<file path="src/rtl/spir_pkg.sv">
package spir_pkg;

   localparam int ADDR_W = 5;

   localparam logic [ADDR_W-1:0] AD_PINSEL = 5'd0;
   localparam logic [ADDR_W-1:0] AD_PINDIR = 5'd1;
   localparam logic [ADDR_W-1:0] AD_CTRL   = 5'd2;
   localparam logic [ADDR_W-1:0] AD_STAT   = 5'd3;
   localparam logic [ADDR_W-1:0] AD_TXMARK = 5'd4;
   localparam logic [1:0]        AD_TXWIN  = 2'b01;   // 8..15
   localparam logic [1:0]        AD_RXWIN  = 2'b10;   // 16..23

   localparam int MAX_CH = 8;

   typedef enum logic [2:0] {
      RS_NONE,
      RS_PINSEL,
      RS_PINDIR,
      RS_CTRL,
      RS_STAT,
      RS_TXMARK,
      RS_TXWORD,
      RS_RXWORD
   } reg_sel_e;

endpackage

</file>
<file path="src/rtl/spir_pinmode.sv">
module spir_pinmode #(
   parameter int NUM_PINS = 12,
   parameter int DATA_W   = 24
) (
   input  logic                clk,
   input  logic                rst_n,
   input  logic                wr_sel,
   input  logic                wr_dir,
   input  logic [DATA_W-1:0]   wdata,
   input  logic                fsync,
   output logic [NUM_PINS-1:0] pin_sel,
   output logic [NUM_PINS-1:0] pin_dir,
   output logic                active,
   output logic                act_next,
   output logic                act_rise,
   output logic                act_fall,
   output logic                serial_run
);

   assign act_next = |pin_sel;
   assign act_rise = act_next & ~active;
   assign act_fall = ~act_next & active;

   always_ff @(posedge clk or negedge rst_n) begin
      if (!rst_n) begin
         pin_sel    <= '0;
         pin_dir    <= '0;
         active     <= 1'b0;
         serial_run <= 1'b0;
      end else begin
         if (wr_sel) pin_sel <= wdata[NUM_PINS-1:0];
         if (wr_dir) pin_dir <= wdata[NUM_PINS-1:0];
         active <= act_next;
         if (!act_next)
            serial_run <= 1'b0;
         else if (active && fsync)
            serial_run <= 1'b1;
      end
   end

endmodule

</file>
<file path="src/rtl/spir_ctrlreg.sv">
module spir_ctrlreg #(
   parameter int NUM_TX = 6,
   parameter int NUM_RX = 4,
   parameter int PROT_W = 8,
   parameter int DATA_W = 24
) (
   input  logic              clk,
   input  logic              rst_n,
   input  logic              wr,
   input  logic [DATA_W-1:0] wdata,
   input  logic              active,
   output logic [NUM_TX-1:0] tx_en,
   output logic [NUM_RX-1:0] rx_en,
   output logic [1:0]        irq_en,
   output logic [PROT_W-1:0] cfg_mode,
   output logic              cfg_err,
   output logic [DATA_W-1:0] ctrl_word
);

   localparam int FREE_W = NUM_TX + NUM_RX + 2;
   localparam int CTRL_W = FREE_W + PROT_W;

   logic [FREE_W-1:0] free_q;
   logic [PROT_W-1:0] prot_q;
   logic [PROT_W-1:0] prot_wr;
   logic              prot_diff;

   assign prot_wr   = wdata[CTRL_W-1:FREE_W];
   assign prot_diff = (prot_wr != prot_q);

   always_ff @(posedge clk or negedge rst_n) begin
      if (!rst_n) begin
         free_q  <= '0;
         prot_q  <= '0;
         cfg_err <= 1'b0;
      end else if (wr) begin
         free_q <= wdata[FREE_W-1:0];
         if (!active)
            prot_q <= prot_wr;
         else if (prot_diff)
            cfg_err <= 1'b1;
      end
   end

   assign tx_en    = free_q[NUM_TX-1:0];
   assign rx_en    = free_q[NUM_TX +: NUM_RX];
   assign irq_en   = free_q[FREE_W-1 -: 2];
   assign cfg_mode = prot_q;

   always_comb begin
      ctrl_word = '0;
      ctrl_word[CTRL_W-1:0] = {prot_q, free_q};
   end

endmodule

</file>
<file path="src/rtl/spir_datapath.sv">
module spir_datapath #(
   parameter int NUM_TX = 6,
   parameter int NUM_RX = 4,
   parameter int DATA_W = 24
) (
   input  logic                     clk,
   input  logic                     rst_n,
   input  logic [NUM_TX-1:0]        wr_tx,
   input  logic [DATA_W-1:0]        wdata,
   input  logic [NUM_RX-1:0]        rd_rx,
   input  logic [NUM_RX-1:0]        rx_push,
   input  logic [DATA_W-1:0]        rx_word,
   input  logic                     run,
   input  logic                     act_next,
   input  logic                     act_rise,
   input  logic                     act_fall,
   input  logic [NUM_TX-1:0]        tx_en,
   output logic [NUM_TX*DATA_W-1:0] tx_flat,
   output logic [NUM_RX*DATA_W-1:0] rx_flat,
   output logic [NUM_TX-1:0]        tx_mark,
   output logic [NUM_TX-1:0]        underrun,
   output logic [NUM_RX-1:0]        rx_full
);

   logic [NUM_RX-1:0] take;

   assign take = rx_push & {NUM_RX{run}};

   for (genvar gi = 0; gi < NUM_TX; gi++) begin : g_tx
      logic [DATA_W-1:0] word_q;
      always_ff @(posedge clk or negedge rst_n) begin
         if (!rst_n)          word_q <= '0;
         else if (wr_tx[gi])  word_q <= wdata;
      end
      assign tx_flat[gi*DATA_W +: DATA_W] = word_q;
   end

   for (genvar gr = 0; gr < NUM_RX; gr++) begin : g_rx
      logic [DATA_W-1:0] word_q;
      always_ff @(posedge clk or negedge rst_n) begin
         if (!rst_n)         word_q <= '0;
         else if (take[gr])  word_q <= rx_word;
      end
      assign rx_flat[gr*DATA_W +: DATA_W] = word_q;
   end

   always_ff @(posedge clk or negedge rst_n) begin
      if (!rst_n) begin
         tx_mark  <= '0;
         underrun <= '0;
         rx_full  <= '0;
      end else begin
         if (act_fall) tx_mark <= '0;
         else          tx_mark <= tx_mark | wr_tx;

         if (!act_next) begin
            underrun <= '0;
            rx_full  <= '0;
         end else if (act_rise) begin
            underrun <= tx_en & ~tx_mark;
            rx_full  <= '0;
         end else begin
            rx_full  <= (rx_full & ~rd_rx) | take;
         end
      end
   end

endmodule

</file>
<file path="src/rtl/sp_ireset_ctrl.sv">
module sp_ireset_ctrl
   import spir_pkg::*;
#(
   parameter int NUM_PINS = 12,
   parameter int NUM_TX   = 6,
   parameter int NUM_RX   = 4,
   parameter int PROT_W   = 8,
   parameter int DATA_W   = 24
) (
   input  logic                     clk,
   input  logic                     rst_n,
   input  logic                     wr_en,
   input  logic                     rd_en,
   input  logic [ADDR_W-1:0]        addr,
   input  logic [DATA_W-1:0]        wdata,
   output logic [DATA_W-1:0]        rdata,
   output logic                     rd_valid,
   input  logic                     fsync,
   input  logic [NUM_RX-1:0]        rx_push,
   input  logic [DATA_W-1:0]        rx_word,
   output logic [NUM_PINS-1:0]      pin_sel,
   output logic [NUM_PINS-1:0]      pin_dir,
   output logic                     active,
   output logic                     serial_run,
   output logic [NUM_TX-1:0]        tx_en,
   output logic [NUM_RX-1:0]        rx_en,
   output logic [1:0]               irq_en,
   output logic [PROT_W-1:0]        cfg_mode,
   output logic                     cfg_err,
   output logic [NUM_TX*DATA_W-1:0] tx_data
);

   localparam int FREE_W = NUM_TX + NUM_RX + 2;
   localparam int CTRL_W = FREE_W + PROT_W;
   localparam int STAT_W = NUM_RX + NUM_TX + 1;

   if (NUM_TX < 1 || NUM_TX > MAX_CH) begin : g_bad_tx
      $error("NUM_TX out of range");
   end
   if (NUM_RX < 1 || NUM_RX > MAX_CH) begin : g_bad_rx
      $error("NUM_RX out of range");
   end
   if (NUM_PINS < 1 || NUM_PINS > DATA_W) begin : g_bad_pins
      $error("NUM_PINS must fit the data word");
   end
   if (CTRL_W > DATA_W || STAT_W > DATA_W) begin : g_bad_ctrl
      $error("control or status word wider than DATA_W");
   end

   reg_sel_e          sel;
   logic [2:0]        ch;
   logic              act_next, act_rise, act_fall;
   logic [NUM_TX-1:0] wr_tx;
   logic [NUM_RX-1:0] rd_rx;
   logic [NUM_TX-1:0] tx_mark, underrun;
   logic [NUM_RX-1:0] rx_full;
   logic [NUM_RX*DATA_W-1:0] rx_flat;
   logic [DATA_W-1:0] ctrl_word;
   logic [DATA_W-1:0] stat_word;
   logic [DATA_W-1:0] rd_word;
   logic              rd_ok;
   logic [NUM_TX+NUM_RX-1:0] stat_live;

   assign ch = addr[2:0];

   always_comb begin
      sel = RS_NONE;
      if (addr == AD_PINSEL)      sel = RS_PINSEL;
      else if (addr == AD_PINDIR) sel = RS_PINDIR;
      else if (addr == AD_CTRL)   sel = RS_CTRL;
      else if (addr == AD_STAT)   sel = RS_STAT;
      else if (addr == AD_TXMARK) sel = RS_TXMARK;
      else if (addr[4:3] == AD_TXWIN && 32'(ch) < NUM_TX) sel = RS_TXWORD;
      else if (addr[4:3] == AD_RXWIN && 32'(ch) < NUM_RX) sel = RS_RXWORD;
   end

   always_comb begin
      wr_tx = '0;
      for (int i = 0; i < NUM_TX; i++)
         wr_tx[i] = wr_en && (sel == RS_TXWORD) && (32'(ch) == i);
   end

   spir_pinmode #(.NUM_PINS(NUM_PINS), .DATA_W(DATA_W)) u_pins (
      .clk(clk), .rst_n(rst_n),
      .wr_sel(wr_en && sel == RS_PINSEL),
      .wr_dir(wr_en && sel == RS_PINDIR),
      .wdata(wdata), .fsync(fsync),
      .pin_sel(pin_sel), .pin_dir(pin_dir),
      .active(active), .act_next(act_next),
      .act_rise(act_rise), .act_fall(act_fall),
      .serial_run(serial_run)
   );

   spir_ctrlreg #(.NUM_TX(NUM_TX), .NUM_RX(NUM_RX), .PROT_W(PROT_W), .DATA_W(DATA_W)) u_ctrl (
      .clk(clk), .rst_n(rst_n),
      .wr(wr_en && sel == RS_CTRL),
      .wdata(wdata), .active(active),
      .tx_en(tx_en), .rx_en(rx_en), .irq_en(irq_en),
      .cfg_mode(cfg_mode), .cfg_err(cfg_err), .ctrl_word(ctrl_word)
   );

   spir_datapath #(.NUM_TX(NUM_TX), .NUM_RX(NUM_RX), .DATA_W(DATA_W)) u_data (
      .clk(clk), .rst_n(rst_n),
      .wr_tx(wr_tx), .wdata(wdata), .rd_rx(rd_rx),
      .rx_push(rx_push), .rx_word(rx_word), .run(serial_run),
      .act_next(act_next), .act_rise(act_rise), .act_fall(act_fall),
      .tx_en(tx_en), .tx_flat(tx_data), .rx_flat(rx_flat),
      .tx_mark(tx_mark), .underrun(underrun), .rx_full(rx_full)
   );

   assign stat_live = {underrun, rx_full};

   always_comb begin
      stat_word = '0;
      stat_word[NUM_RX-1:0]       = rx_full;
      stat_word[NUM_RX +: NUM_TX] = underrun;
      stat_word[NUM_RX + NUM_TX]  = cfg_err;
   end

   always_comb begin
      rd_word = '0;
      rd_ok   = 1'b1;
      rd_rx   = '0;
      case (sel)
         RS_PINSEL: rd_word[NUM_PINS-1:0] = pin_sel;
         RS_PINDIR: rd_word[NUM_PINS-1:0] = pin_dir;
         RS_CTRL:   rd_word = ctrl_word;
         RS_STAT:   rd_word = stat_word;
         RS_TXMARK: rd_word[NUM_TX-1:0] = tx_mark;
         RS_RXWORD: begin
            if (active) begin
               for (int i = 0; i < NUM_RX; i++) begin
                  if (32'(ch) == i) begin
                     rd_word  = rx_flat[i*DATA_W +: DATA_W];
                     rd_rx[i] = rd_en;
                  end
               end
            end else begin
               rd_ok = 1'b0;
            end
         end
         default: rd_word = '0;
      endcase
   end

   always_ff @(posedge clk or negedge rst_n) begin
      if (!rst_n) begin
         rdata    <= '0;
         rd_valid <= 1'b0;
      end else if (rd_en) begin
         rdata    <= rd_ok ? rd_word : '0;
         rd_valid <= rd_ok;
      end else begin
         rdata    <= '0;
         rd_valid <= 1'b0;
      end
   end

endmodule

</file>
<file path="config.mk">
export PLATFORM = sky130hd
export DESIGN_NAME = sp_ireset_ctrl
export DESIGN_NICKNAME = d
export VERILOG_FILES = /design/src/rtl/spir_pkg.sv /design/src/rtl/spir_pinmode.sv /design/src/rtl/spir_ctrlreg.sv /design/src/rtl/spir_datapath.sv /design/src/rtl/sp_ireset_ctrl.sv
export SDC_FILE = /design/constraint.sdc
export NUM_CORES = 1
export LEC_CHECK = 0
export BUFFER_PORTS_ARGS = -buffer_cell sky130_fd_sc_hd__buf_2
export CORE_ASPECT_RATIO = 0.6
export CORE_MARGIN = 4
export CORE_UTILIZATION = 59
export CTS_BUF_LIST = sky130_fd_sc_hd__clkbuf_16
export DETAILED_ROUTE_END_ITERATION = 16
export GPL_TIMING_DRIVEN = 0
export PLACE_DENSITY = 0.82
export SYNTH_ARGS = -nofsm -noshare
export SYNTH_HDL_FRONTEND = slang
export SYNTH_HIERARCHICAL = 1
export SYNTH_SLANG_ARGS = --single-unit
</file>
<file path="constraint.sdc">
create_clock -name clk -period 3.49 [get_ports clk]
set_input_delay 0.698 -clock clk [delete_from_list [all_inputs] [get_ports clk]]
set_output_delay 0.698 -clock clk [all_outputs]
set_load 0.01 [all_outputs]
</file>
==> flow_metrics.tcl <==
set metrics [dict create \
    place_congestion 0.879 \
    synth-seq-area-share_pct 60.1 \
    drv_slew 0 \
    status "finished clean" \
    clock.fmax_ghz 0.397 \
    synth_edf_count 0 \
    ys_ff_latch 328 \
    cts_setup_buffers 0 \
    cts_resized 0 \
    use_met3_pct 7.76 \
    path_clk_slew_ps 70 \
    via_per_inst 5.90 \
    fillerInstances 1516 \
    area_growth_pct 20.5 \
    place_ws_ps 516 \
    hold_slack_ps 25.8 \
    min_period_ps 2520 \
    yosys_warnings 6 \
    synth_most_common_cell "dfrtp_1" \
    synth_top_flop_cell "dfrtp_1" \
    grt_pass1_vias 9356 \
    hold_viol_final 0 \
    start_util_pct 61.0 \
    start_kind "primary input" \
    dieArea_sq_mm 0.0257 \
    clock_path_buffers 3 \
    crit_arrival_ps 2940 \
    hpwlAfterDp_mm 26.8 \
    stdcell_count 1541 \
    drtAntennaViolNets 0 \
    worst_slack_ps 974 \
    drt_wl_total_mm 37.0 \
    track_usage_pct 28.6 \
    fin_area_sq_mm 0.0165 \
    synth_common_cells "dfrtp_1, mux2_2, buf_2, buf_4, nor2_1" \
    grtUsageMet1_pct 42.7 \
    drive_gt1_share_pct 58.1 \
    synth.largest_area_cell "dfrtp_1" \
    rows 42 \
    grt.overflow.total 0 \
    nets 1275 \
    irDropWorstVdd_uv 557 \
    regArea_sq_mm 0.00821 \
    initialDrtViolationCount 706 \
    antenna_found_initial 1 \
    skew_ps 17.3 \
    clkLatencyLatePin_ps 550 \
    die_w_um 204 \
    syn_avg_cell_area_sq_um 15.2 \
    met2_usage_pct 43.2 \
    routedWlPerCell_um 24.0 \
    cp_max_fo 10 \
    cts_tree "done" \
    crit_path_end_kind "register" \
    required_ps 3910 \
    core_sq_mm 0.0224 \
    die_y_um 126 \
    vias 9092 \
    io_buffers 275 \
    max_slew_margin_pct 47.0 \
    multi_input_area_sq_mm 0.00494 \
    setup_violations 0 \
    hp-class "in -> async" \
    syn_area_sq_mm 0.0137 \
    rsz0062_at_grt "false" \
    first_pass_iters 6 \
    drc 0 \
    cts-root-buf "clkbuf_16" \
    ys_top_cells_by_area "dfrtp_1, mux2_2, mux4_2" \
    drv_cap 0 \
    cts.sinks 328 \
    synthArstFlopShare_pct 100 \
    grt.busiest_layer "met2" \
    placed_cell_area_sq_mm 0.0155 \
    h-tree-depth 1 \
    placedCellCount 1490 \
    synth_top_area_share_pct 60.1 \
    worst-setup-path-type "in -> reg" \
    ioPinCount 278 \
    grt_pass1_wl_mm 57.1 \
    grt_max_degree 102 \
    postSynthCellCount 901 \
    p_leak_nw 8.02 \
    cts_buffers 29 \
    synth_cell_types 54 \
    power_density_mw_per_mm2 627 \
    setup_tns_ps 0 \
    cts_hold_buf 0 \
    worst_slew_pin_slew_ps 790 \
    fin_crit_sh_pct 72.1 \
]
cell usage in the layout (no fill, tap or decap), types with 4 or more instances in the layout:
master     Yosys  routed
dfrtp_1      328     328
a2bb2oi_1      5       5
nor2_1        23      23
mux2_2       285     285
buf_2         32     306
a32o_1        11      11
nand2b_1       8       8
nand3_1        4       4
nand2_2        4       4
o211ai_1       7       7
a31oi_1        7       7
a21oi_1       20      20
buf_4         28      28
nor4_1         4       4
buf_6         12      12
inv_1          5       7
xor2_1         8       8
a22oi_1        9       9
nand2_1       14      14
mux2i_1       13      13
bufinv_16      0       4
conb_1         1       4
a222oi_1       6       6
mux4_2        16      16
clkbuf_16      0      29
nor3_1         4       4
nor2b_1        7       7
clkinv_2       0       7
clkinv_1       0       4
worst paths after layout:
path,start,to,slack [ps],depth (start not counted)
min in group clk,rx_word[1],u_data/g_rx[0].word_q[1],420,2
setup / recovery,addr[2],u_data/g_tx[4].word_q[20],970,8
hold / removal,rst_n,u_data/g_rx[0].word_q[20],30,1
max in group asynchronous,rst_n,u_pins/pin_sel[3],1850,4
hold reg to reg,u_data/g_tx[5].word_q[12],u_data/g_tx[5].word_q[12],500,1
setup reg to reg,u_pins/pin_sel[1],u_data/underrun[4],1250,4
critical path, stage by stage:
cell and delay (ps):
buf_2 120, buf_2 290, inv_1 160, or3_1 400, nor3_1 210, buf_2 310, buf_2 360, mux2_2 380
kinds of logic after synthesis:
| logic type | synth area share, % |
|---|---|
| AND/OR/NAND/NOR | 3.94 |
| other | 0.0274 |
| XOR/XNOR | 0.513 |
| flip-flops | 60.1 |
| multiplexers | 27.1 |
| AO/OA/AOI/OAI | 4.50 |
| buffers and inverters | 3.86 |
stage by stage:
stage | total power (W) | utilization [%]
after floorplan | 0.00616 | -
after global routing | 0.0108 | 73.5
after CTS | 0.0104 | 73.5
after global placement | 0.00705 | 68.9
final | 0.0103 | 73.5
after detailed placement | 0.00717 | 69.4
registers in the layout, indices dropped and copies added (netlist names):
register and flops:
rd_valid 1, rdata 24, u_data/underrun 6, u_data/g_tx.word_q 144, u_ctrl/cfg_mode 8, u_pins/pin_sel 12, u_pins/active 1, u_data/tx_mark 6
u_pins/pin_dir 12, u_ctrl/cfg_err 1, u_data/rx_full 4, u_data/g_rx.word_q 96, u_pins/serial_run 1, u_ctrl/free_q 12
final cells by class:
type	instances	share of cell area [%]
Buffer	73	3.09
Multi-Input combinational cell	498	30.0
Clock inverter	21	1.27
Clock buffer	29	4.41
Sequential cell	328	49.9
Inverter	5	0.114
Tap cell	308	2.34
Timing Repair Buffer	278	8.92
Antenna cell	1	0.0152
power breakdown:
part / internal [W] / switching (W)
combinational: 0.00109 / 0.00104
sequential: 0.00452 / 0.000473
clock: 0.00180 / 0.00139
total: 0.00741 / 0.00291
layer usage:
metal	up-vias	routed length [um]
li1	3889	-
met1	4713	16100
met2	411	16600
met4	0	912
met5	-	0
met3	79	3450
Power figures use the tool's default switching activity.
